[config.mk]
export PLATFORM = sky130hd
export DESIGN_NAME = pff_resident_mgr
export DESIGN_NICKNAME = d
export VERILOG_FILES = /design/src/rtl/pff_pkg.sv /design/src/rtl/pff_interval_ctr.sv /design/src/rtl/pff_page_table.sv /design/src/rtl/pff_resident_mgr.sv
export SDC_FILE = /design/constraint.sdc
export NUM_CORES = 1
export LEC_CHECK = 0
export BUFFER_PORTS_ARGS = -buffer_cell sky130_fd_sc_hd__buf_4
export CORE_MARGIN = 8
export CORE_UTILIZATION = 55
export DETAILED_ROUTE_END_ITERATION = 12
export PLACE_DENSITY = 0.79
export RECOVER_POWER = 100
export SLEW_MARGIN = 20
export SYNTH_ARGS = -nofsm -noshare
export SYNTH_HDL_FRONTEND = slang
export SYNTH_SLANG_ARGS = --single-unit
[constraint.sdc]
create_clock -name clk -period 4.7 [get_ports clk]
set_input_delay 0.47 -clock clk [delete_from_list [all_inputs] [get_ports clk]]
set_output_delay 0.47 -clock clk [all_outputs]
set_load 0.01 [all_outputs]
[src/rtl/pff_pkg.sv]
package pff_pkg;

    localparam int unsigned PAGES_DEF   = 8;
    localparam int unsigned CNT_W_DEF   = 8;
    localparam int unsigned PAGE_W_DEF  = $clog2(PAGES_DEF);

    typedef logic [PAGES_DEF-1:0]  page_mask_t;
    typedef logic [PAGE_W_DEF-1:0] page_id_t;

    // one registered result per accepted reference
    typedef struct packed {
        logic       fault;
        page_id_t   page;
        page_mask_t evict;
    } pff_result_t;

    // decoded view of the reference presented this cycle
    typedef struct packed {
        logic       valid;
        logic       fault;
        logic       trim;
        page_mask_t sel;
    } pff_ref_t;

    function automatic page_mask_t page_onehot(input page_id_t p);
        page_mask_t m;
        m = '0;
        m[p] = 1'b1;
        return m;
    endfunction

endpackage

[src/rtl/pff_interval_ctr.sv]
module pff_interval_ctr #(
    parameter int unsigned CNT_W = 8
) (
    input  logic             clk,
    input  logic             rst,
    input  logic             step,
    input  logic             restart,
    output logic [CNT_W-1:0] count,
    output logic [CNT_W-1:0] gap
);
    localparam logic [CNT_W-1:0] CNT_MAX = {CNT_W{1'b1}};

    logic [CNT_W-1:0] count_q;
    logic [CNT_W-1:0] count_inc;

    // saturating increment: the count never wraps back to a small value
    assign count_inc = (count_q == CNT_MAX) ? CNT_MAX : count_q + 1'b1;

    always_ff @(posedge clk) begin
        if (rst)          count_q <= '0;
        else if (restart) count_q <= '0;
        else if (step)    count_q <= count_inc;
    end

    assign count = count_q;
    // length of the interval closed by a fault in this cycle
    assign gap   = count_inc;

    p_sat_hold_r8: assert property (@(posedge clk) disable iff (rst)
        (step && !restart && count_q == CNT_MAX) |=> (count_q == CNT_MAX));

    p_idle_hold_r9: assert property (@(posedge clk) disable iff (rst)
        (!step && !restart) |=> $stable(count_q));

    p_restart_zero_r4: assert property (@(posedge clk) disable iff (rst)
        restart |=> (count_q == '0));

endmodule

[src/rtl/pff_page_table.sv]
module pff_page_table #(
    parameter int unsigned        PAGES         = 8,
    parameter logic [PAGES-1:0]   INIT_RESIDENT = 8'h19
) (
    input  logic             clk,
    input  logic             rst,
    input  logic             ref_valid,
    input  logic [PAGES-1:0] ref_sel,
    input  logic             fault,
    input  logic             trim,
    output logic [PAGES-1:0] resident,
    output logic [PAGES-1:0] evict
);
    logic [PAGES-1:0] res_q;
    logic [PAGES-1:0] touched_q;

    for (genvar i = 0; i < PAGES; i++) begin : g_page
        logic drop;
        assign drop     = fault && trim && res_q[i] && !touched_q[i];
        assign evict[i] = drop;

        always_ff @(posedge clk) begin
            if (rst) begin
                res_q[i]     <= INIT_RESIDENT[i];
                touched_q[i] <= 1'b0;
            end else if (fault) begin
                res_q[i]     <= (res_q[i] && !drop) || ref_sel[i];
                touched_q[i] <= ref_sel[i];
            end else if (ref_valid && ref_sel[i]) begin
                touched_q[i] <= 1'b1;
            end
        end
    end

    assign resident = res_q;

    p_hit_keeps_set_r2: assert property (@(posedge clk) disable iff (rst)
        (ref_valid && !fault) |=> (res_q == $past(res_q)));

    p_fault_adds_page_r3: assert property (@(posedge clk) disable iff (rst)
        fault |=> ((res_q & $past(ref_sel)) != '0));

    p_no_trim_grows_r5: assert property (@(posedge clk) disable iff (rst)
        (fault && !trim) |=> (($past(res_q) & ~res_q) == '0));

    p_idle_set_r9: assert property (@(posedge clk) disable iff (rst)
        !ref_valid |=> $stable(res_q));

endmodule

[src/rtl/pff_resident_mgr.sv]
module pff_resident_mgr
    import pff_pkg::*;
#(
    parameter int unsigned            PAGES         = PAGES_DEF,
    parameter int unsigned            CNT_W         = CNT_W_DEF,
    parameter logic [PAGES-1:0]       INIT_RESIDENT = 8'h19,
    parameter logic [CNT_W-1:0]       THRESH_INIT   = 8'd2,
    localparam int unsigned           PAGE_W        = $clog2(PAGES)
) (
    input  logic              clk,
    input  logic              rst,
    input  logic              ref_valid,
    input  logic [PAGE_W-1:0] ref_page,
    input  logic              thr_we,
    input  logic [CNT_W-1:0]  thr_data,
    output logic              fault_valid,
    output logic [PAGE_W-1:0] fault_page,
    output logic [PAGES-1:0]  evict_mask,
    output logic [PAGES-1:0]  resident_set
);
    logic [CNT_W-1:0] thr_q;
    logic [CNT_W-1:0] count;
    logic [CNT_W-1:0] gap;
    logic [PAGES-1:0] resident;
    logic [PAGES-1:0] evict;
    logic [PAGES-1:0] sel;
    logic             hit;
    logic             fault;
    logic             trim;

    logic              res_fault_q;
    logic [PAGE_W-1:0] res_page_q;
    logic [PAGES-1:0]  res_evict_q;

    always_comb begin
        sel = '0;
        sel[ref_page] = 1'b1;
    end

    assign hit   = resident[ref_page];
    assign fault = ref_valid && !hit;
    assign trim  = fault && (gap > thr_q);

    always_ff @(posedge clk) begin
        if (rst)         thr_q <= THRESH_INIT;
        else if (thr_we) thr_q <= thr_data;
    end

    pff_interval_ctr #(.CNT_W(CNT_W)) u_interval (
        .clk     (clk),
        .rst     (rst),
        .step    (ref_valid),
        .restart (fault),
        .count   (count),
        .gap     (gap)
    );

    pff_page_table #(.PAGES(PAGES), .INIT_RESIDENT(INIT_RESIDENT)) u_table (
        .clk       (clk),
        .rst       (rst),
        .ref_valid (ref_valid),
        .ref_sel   (sel),
        .fault     (fault),
        .trim      (trim),
        .resident  (resident),
        .evict     (evict)
    );

    always_ff @(posedge clk) begin
        if (rst) begin
            res_fault_q <= 1'b0;
            res_page_q  <= '0;
            res_evict_q <= '0;
        end else begin
            res_fault_q <= fault;
            res_page_q  <= fault ? ref_page : res_page_q;
            res_evict_q <= evict;
        end
    end

    assign fault_valid  = res_fault_q;
    assign fault_page   = res_page_q;
    assign evict_mask   = res_evict_q;
    assign resident_set = resident;

    p_evict_only_fault_r6: assert property (@(posedge clk) disable iff (rst)
        !fault_valid |-> (evict_mask == '0));

    p_evicted_gone_r4: assert property (@(posedge clk) disable iff (rst)
        ((evict_mask & resident_set) == '0));

    p_fault_report_r3: assert property (@(posedge clk) disable iff (rst)
        (ref_valid && !resident_set[ref_page]) |=>
            (fault_valid && fault_page == $past(ref_page)));

    p_fault_one_cycle_r3: assert property (@(posedge clk) disable iff (rst)
        fault_valid |-> resident_set[fault_page]);

    p_thr_update_r7: assert property (@(posedge clk) disable iff (rst)
        thr_we |=> (thr_q == $past(thr_data)));

    p_count_idle_r9: assert property (@(posedge clk) disable iff (rst)
        !ref_valid |=> (count == $past(count)));

endmodule

==> results of run 1 <==
-- layer usage --
layer / wire length [um] / up-vias
li1: - / 840
met1: 2040 / 790
met2: 2140 / 33
met3: 188 / 6
met4: 51 / 0
met5: 0 / -
-- logic make-up (layout without fill, tap and decap cells) --
logic type	after synthesis	in the layout	synth area share, %
AO/OA/AOI/OAI	41	41	13.9
XOR/XNOR	3	3	1.30
adder cells (fa/ha/maj)	9	9	5.58
buffers and inverters	21	53	4.52
flip-flops	44	44	43.6
multiplexers	17	17	8.67
AND/OR/NAND/NOR	84	84	22.4
-- where the power goes --
group          internal, mW  switching (mW)  total, mW
registers             0.386         0.00826      0.394
clock network         0.174           0.134      0.308
logic                0.0340          0.0506     0.0846
total                 0.594           0.193      0.787
-- flip-flops by register name, indices dropped and copies added, names as in the netlist --
signal             cells
u_interval.count       8
u_table.resident       8
evict_mask             8
u_table.touched_q      8
fault_page             3
fault_valid            1
thr_q                  8
-- path summary, 6_finish.rpt --
kind                             start                  end  slack, ns  cells past startpoint
setup / recovery   u_interval.count[0]  u_table.resident[5]       0.92                     12
hold / removal             thr_data[1]             thr_q[1]       0.40                      3
setup reg to reg   u_interval.count[0]  u_table.resident[5]       0.92                     12
hold reg to reg   u_table.touched_q[3]        evict_mask[3]       0.44                      1
-- per-stage QoR --
| step | power, mW | util, % | area, sq um |
|---|---|---|---|
| 2_1_floorplan | 0.464 | - | 2020 |
| 3_3_place_gp | 0.494 | 63.4 | 2280 |
| 3_5_place_dp | 0.496 | 63.4 | 2280 |
| 4_1_cts | 0.801 | 66.7 | 2410 |
| 5_1_grt | 0.819 | 63.8 | 2300 |
| 6_report | 0.787 | 63.8 | 2300 |
-- Yosys cell counts, drive strengths merged, types with 4 or more instances --
cell and n:
o211ai 7, nor3b 8, clkbuf 7, mux2i 16, inv 10, nand2 21
nor2 23, and4 4, nand3 5, ha 9, nand4 4, o21ai 12
nor3 4, a21oi 7, dfxtp 44, and3 5
-- final cells by class --
class                           instances  share of cell area, %
Sequential cell                        44                   38.3
Tap cell                               48                   2.61
Clock buffer                            6                   3.59
Multi-Input combinational cell        154                   44.7
Clock inverter                          2                   1.69
Timing Repair Buffer                   34                   7.34
Inverter                               11                   1.80
-- critical path, cell delays in order (launching register included) --
cell	delay (ns)
dfxtp_1	0.34
ha_1	0.27
and4_1	0.27
and3_1	0.20
nand2_1	0.28
nand2_1	0.12
ha_1	0.30
nor2b_1	0.14
o211ai_1	0.15
a21boi_0	0.13
o311ai_0	1.20
o211ai_1	0.18
o31ai_1	0.12
==> impl_metrics.yaml, run 1 <==
status:
  status: "finished with violations"
  violations: "max-capacitance violations, max-slew violations"
power:
  power_leakage_nw: 0.973
  ir_drop_uv: 238
  power_density_nw_per_um2: 342
place:
  placed_cells: 291
  place_ws_ns: 1.33
  port_buffers: 34
  dp_hpwl_um: 3170
  place.gp.congestion: 0.832
die:
  num_io_pins: 35
  die_h_um: 76.6
  fp.dieW_um: 76.6
  dieArea_sq_um: 5870
  start_util_pct: 56.0
  core-area_sq_um: 3610
  rows: 22
global_route:
  track_usage_pct: 15.7
  grt_busiest_layer: "met2"
  grt_pass1_vias: 1693
  antenna_found_initial: 0
  grt-ovfl-total: 0
  grt_util_met1_pct: 17.6
  grt_pass1_wl_um: 7740
  grt_use_met2_pct: 27.0
  grt_max_degree: 18
  grtUsageMet3_pct: 4.95
sta:
  tightest_slew_ns: 1.49
  final.setup.tns_ns: 0
  hold_violations: 0
  fin_ws_ns: 0.921
  rsz0062_at_grt: "no"
  clock-skew-final_ns: 0.00992
  whs_ns: 0.403
  finalCritPeriodShare_pct: 80.4
  report.final.slew_viol_count: 1
  fin_crit_ns: 3.78
  maxSlewHeadroom_pct: -0.472
  timing.fmax_mhz: 265
  finalSetupViolCount: 0
logic_synthesis:
  synth_top_area_share_pct: 43.6
  syn-mean-instance-area_sq_um: 9.22
  synthesis.area_sq_um: 2020
  syn-num-nets: 243
  synth-edff-count: 0
  async_flop_share_pct: 0
  synth_seq_cells: 44
  yosys.cell_types.count: 46
  postSynthCellCount: 219
  synth_ff_type: "dfxtp_1"
  synth.top_cells.by_area: "dfxtp_1, mux2i_1, ha_1"
  seq_area_frac_synth_pct: 43.6
  ys_warn_count: 0
  synth_top_area_cell: "dfxtp_1"
drt:
  routed_via_density: 5.58
  wirelength_um: 4430
  wl_per_cell_um: 14.8
  ant_nets: 0
  drc_errors: 0
  drtIter0Drc: 83
  dr.pass1.iters: 4
  num_vias: 1669
layout:
  ff_latch_area_sq_um: 881
  fill_cells: 349
  final_common_cell: "dfxtp_1"
  multiInputGateArea_sq_um: 1030
  area_growth_pct: 13.9
  antenna_cells: 0
  nets: 274
  drive_gt1_share_pct: 8.76
  final_cell_mix: "dfxtp_1, clkbuf_1, nor2_1"
  final_cells: 299
cts:
  root_buffer: "clkbuf_8"
  cts_resized: 0
  post_cts_buffers: 0
  cts_hold_buf: 0
  clockBufferDepth: 2
  cts_buffers: 5
  clk_latency_ns: 0.30
  cts_tree: "built"
  clk_pin_slew_ns: 0.09
  htree_levels: 2
  cts_sinks: 44
worst_setup_path:
  crit_fanout: 12
  crit_path_end_kind: "flop"
  crit_required_ns: 4.93
  critical_path_class: "flop to flop"
  startpoint_type: "flop"
  cp_data_arrival_time_ns: 4.00
job:
  cap_violations: 1
worst_hold_path:
  min_path_type: "input pin to flop"
(Power assumes the default switching activity.)
==> run 2: changes to the inputs <==
- CORE_UTILIZATION: 55 -> 49
- PLACE_DENSITY: 0.79 -> 0.74
- clock period: 4.7 -> 3.4 ns (I/O delays scaled with it)
==> run 2 against run 1 <==
  * Worst hold slack worse by 0.13 ns
  * Cell area is 0.16% higher
  * Clock-buffer cell count stayed put
  * The flow now finishes without violations
  * Final cell count is 1.3% higher
  * Die area is 9.6% higher
  * Critical path type unchanged
  * Largest power group unchanged
  * Core utilization is 5.8 points lower
==> impl_metrics.yaml, run 2 (synthesized netlist as in run 1, its figures left out) <==
worst_setup_path:
  cp_data_arrival_time_ns: 3.21
  timing.rr.start: "u_interval.count[0]"
  r2r_slack_ns: 0.38
  critical_path_class: "flop to flop"
  crit_start: "u_interval.count[0]"
  crit_path_end_kind: "flop"
  startpoint_type: "flop"
  r2r_cells: 13
  crit_fanout: 12
  crit_required_ns: 3.59
  r2r-end: "u_table.resident[5]"
cts:
  clk_pin_slew_ns: 0.08
  htree_levels: 2
  cts_resized: 0
  post_cts_buffers: 0
  cts_tree: "built"
  root_buffer: "clkbuf_8"
  cts_buffers: 5
  clk_latency_ns: 0.31
  cts_hold_buf: 0
  cts_sinks: 44
  clockBufferDepth: 2
drt:
  ant_nets: 0
  drc_errors: 0
  wl_per_cell_um: 14.6
  drtIter0Drc: 121
  wirelength_um: 4430
  dr.pass1.iters: 4
  routed_via_density: 5.49
  num_vias: 1664
layout:
  nets: 276
  area_growth_pct: 14.1
  antenna_cells: 0
  drive_gt1_share_pct: 10.3
  fill_cells: 398
  ff_latch_area_sq_um: 881
  final_cell_mix: "dfxtp_1, nor2_1, clkbuf_1"
  final_common_cell: "dfxtp_1"
  multiInputGateArea_sq_um: 1030
sta:
  report.final.slew_viol_count: 0
  hold_violations: 0
  tightest_slew_ns: 0.819
  finalSetupViolCount: 0
  final.setup.tns_ns: 0
  fin_ws_ns: 0.378
  timing.fmax_mhz: 331
  clock-skew-final_ns: 0.00749
  maxSlewHeadroom_pct: 44.8
  finalCritPeriodShare_pct: 88.9
  fin_crit_ns: 3.02
  rsz0062_at_grt: "no"
power:
  total_power_mw: 1.01
  ir_drop_uv: 254
  power_density_nw_per_um2: 440
  power_leakage_nw: 0.967
worst_hold_path:
  hold_depth: 3
  min_to: "thr_q[5]"
  hold_path.startpoint: "thr_data[5]"
  min_path_type: "input pin to flop"
die:
  die_h_um: 80.2
  start_util_pct: 50.9
  core-area_sq_um: 3970
  rows: 23
  num_io_pins: 35
  dieArea_sq_um: 6430
  fp.dieW_um: 80.2
status:
  status: "finished, final reports clean"
global_route:
  track_usage_pct: 14.2
  grt-ovfl-total: 0
  grt_pass1_vias: 1607
  grt_pass1_wl_um: 7270
  antenna_found_initial: 0
  grt_max_degree: 18
job:
  cap_violations: 0
place:
  dp_hpwl_um: 3200
  place_ws_ns: 0.515
  place.gp.congestion: 0.819
  port_buffers: 34
[run 2: worst max-delay path by stage]
stage | endpoint | slack (ns) | depth (start not counted)
after floorplan | u_table.resident[5] | 0.48 | 13
after global placement | evict_mask[2] | 0.58 | 11
after detailed placement | u_table.resident[5] | 0.51 | 13
after CTS | evict_mask[2] | 0.48 | 12
after global routing | u_table.resident[1] | 0.12 | 13
final | u_table.resident[5] | 0.38 | 13
[run 2: critical path, cell delays in order, from the launching register on]
cell      delay, ns
dfxtp_1        0.38
ha_1           0.27
and4_1         0.28
and3_1         0.20
nand2_1        0.22
and2_0         0.28
ha_1           0.19
nor2b_1        0.11
o211ai_1       0.09
a21boi_0       0.24
o311ai_0       0.16
buf_4          0.23
o211ai_1       0.17
o31ai_1        0.09
[run 2: per-layer routing]
layer	GRT usage (%)	routed length, um
met5	0	0
met4	6.55	82
met3	4.13	265
met2	23.8	2090
met1	16.1	1990
[run 2: final cells by class]
type | count | share of cell area (%)
Clock buffer | 6 | 3.59
Clock inverter | 2 | 0.652
Inverter | 11 | 1.79
Multi-Input combinational cell | 154 | 44.9
Sequential cell | 44 | 38.2
Tap cell | 50 | 2.72
Timing Repair Buffer | 36 | 8.15
[run 2: where the power goes]
| part | leakage [nW] | total [mW] | switching (mW) | internal, mW |
|---|---|---|---|---|
| combinational | 0.565 | 0.119 | 0.0699 | 0.0490 |
| clock | 0.0434 | 0.349 | 0.185 | 0.164 |
| sequential | 0.358 | 0.545 | 0.0117 | 0.533 |
[run 2: stage by stage]
step / hold slack [ns] / instance area (sq um) / utilization, % / std cells
finish: 0.270 / 2300 / 58.0 / 303
global route: 0.280 / 2300 / 58.0 / 303
CTS: 0.266 / 2400 / 60.4 / 303
detailed placement: 0.434 / 2300 / 58.0 / 295
global placement: 0.437 / 2300 / 58.0 / 295
floorplan: 0.415 / 2020 / - / 219
==> run 3: changes to the inputs <==
- REMOVE_ABC_BUFFERS: unset -> 1
==> run 3 against run 2 <==
  * Power is 4.1% higher
  * Worst hold slack worse by 0.0016 ns
  * Non-clock buffer count is 1 lower
  * Register-to-register slack worse by 0.08 ns
  * Worst setup slack worse by 0.079 ns
  * Maximum frequency is 2.5% lower
  * Wire length is 2.4% lower
  * Global-route usage is 0.23 points lower
  * Sequential share of layout area is 0.14 points lower
  * Sequential power hardly changed
  * Clock skew is 0.00063 ns lower
  * Critical endpoint unchanged
  * Largest cell class unchanged
  * Largest power group unchanged
==> impl_metrics.yaml, run 3 (synthesized netlist as in run 1, its figures left out) <==
global_route:
  antenna_found_initial: 0
  grt_pass1_wl_um: 7240
  track_usage_pct: 13.9
  grt_pass1_vias: 1594
  grt-ovfl-total: 0
  grt_max_degree: 18
die:
  num_io_pins: 35
  fp.dieW_um: 80.2
  rows: 23
  core-area_sq_um: 3970
  start_util_pct: 50.9
  die_h_um: 80.2
  dieArea_sq_um: 6430
cts:
  clockBufferDepth: 2
  clk_latency_ns: 0.30
  root_buffer: "clkbuf_8"
  htree_levels: 2
  cts_tree: "built"
  clk_pin_slew_ns: 0.08
  cts_sinks: 44
  cts_buffers: 5
drt:
  ant_nets: 0
  wirelength_um: 4320
  drc_errors: 0
  num_vias: 1656
  wl_per_cell_um: 14.3
  dr.pass1.iters: 4
  drtIter0Drc: 126
  routed_via_density: 5.48
sta:
  finalSetupViolCount: 0
  hold_violations: 0
  finalCritPeriodShare_pct: 91.2
  fin_ws_ns: 0.299
  rsz0062_at_grt: "no"
  timing.fmax_mhz: 323
  clock-skew-final_ns: 0.00686
  tightest_slew_ns: 0.855
  report.final.slew_viol_count: 0
  maxSlewHeadroom_pct: 42.6
  final.setup.tns_ns: 0
  fin_crit_ns: 3.10
worst_setup_path:
  slowest_stage: "o311ai_2"
  crit_required_ns: 3.61
  crit_fanout: 12
  critical_path_class: "flop to flop"
  crit_path_end_kind: "flop"
  startpoint_type: "flop"
  max_stage_delay_ns: 0.61
  cp_data_arrival_time_ns: 3.31
  path_cells: "ha_1 > and4_1 > and3_1 > nand2_1 > o21ai_0 > ha_1 > and4_1 > a21boi_0 > o311ai_2 > o211ai_1 > o31ai_1"
job:
  cap_violations: 0
status:
  status: "finished, final reports clean"
layout:
  nets: 275
  area_growth_pct: 14.5
  final_cell_mix: "dfxtp_1, clkbuf_1, nor2_1"
  final_common_cell: "dfxtp_1"
  drive_gt1_share_pct: 9.92
  antenna_cells: 0
  fill_cells: 383
power:
  power_density_nw_per_um2: 456
  p_int_mw: 0.800
  pwr-share-seq_pct: 51.7
  power_frac_comb_pct: 11.3
  power_leakage_nw: 0.977
  ir_drop_uv: 215
  power_switching_mw: 0.254
  sw_frac_of_total_pct: 24.1
  power.share.clock_pct: 37.0
place:
  dp_hpwl_um: 3110
  port_buffers: 34
  place.gp.congestion: 0.764
  place_ws_ns: 0.0154
worst_hold_path:
  min_path_type: "input pin to flop"
-- run 3: cell type report --
type | instances | area [sq um] | area share (%)
Multi-Input combinational cell | 154 | 1040 | 45.0
Tap cell | 50 | 62.6 | 2.71
Timing Repair Buffer | 35 | 180 | 7.79
Clock inverter | 2 | 35.0 | 1.52
Inverter | 11 | 41.3 | 1.79
Sequential cell | 44 | 881 | 38.1
Clock buffer | 6 | 72.6 | 3.14
-- run 3: worst max-delay path, delay by kind of cell (launching register included) --
family	cells	cell delay, ns
and+or+nand+nor	4	0.96
DFF	1	0.33
adders and majority gates	2	0.56
AOI/OAI and AO/OA	5	1.19
-- run 3: stage by stage --
step                instances  utilization, %  hold slack (ns)  area [sq um]  power [mW]
floorplan                 209               -            0.412          1970       0.628
global placement          294            57.8            0.437          2290       0.683
detailed placement        294            57.8            0.442          2290       0.686
CTS                       302            60.7            0.260          2410        1.08
global route              302            58.2            0.267          2310        1.10
finish                    302            58.2            0.268          2310        1.05
-- run 3: final timing paths --
| kind | start | end | slack, ns | cells past startpoint |
|---|---|---|---|---|
| max | u_interval.count[0] | u_table.resident[5] | 0.30 | 11 |
| min | thr_data[1] | thr_q[1] | 0.27 | 3 |
| max reg2reg | u_interval.count[0] | u_table.resident[5] | 0.30 | 11 |
| min reg2reg | u_table.touched_q[2] | evict_mask[2] | 0.45 | 1 |
-- run 3: routing by layer --
layer  track usage (%)  vias up  wire length, um
met4              4.91        0               62
li1                  -      846                -
met2              23.6       34             2040
met1              15.8      771             1960
met3              4.80        5              261
met5                 0        -                0
-- run 3: what timing repair did --
item,CTS,global route
hold buffers,0,0
gates resized for setup,1,0
setup buffers,0,0
setup endpoints to repair,1,0
hold endpoints to repair,0,0
-- run 3: power groups by stage --
stage / clock network, mW / logic, mW / registers, mW
floorplan: 0 / 0.0690 / 0.559
global placement: 0 / 0.127 / 0.557
detailed placement: 0 / 0.129 / 0.557
CTS: 0.403 / 0.130 / 0.545
global route: 0.420 / 0.132 / 0.548
finish: 0.390 / 0.119 / 0.545
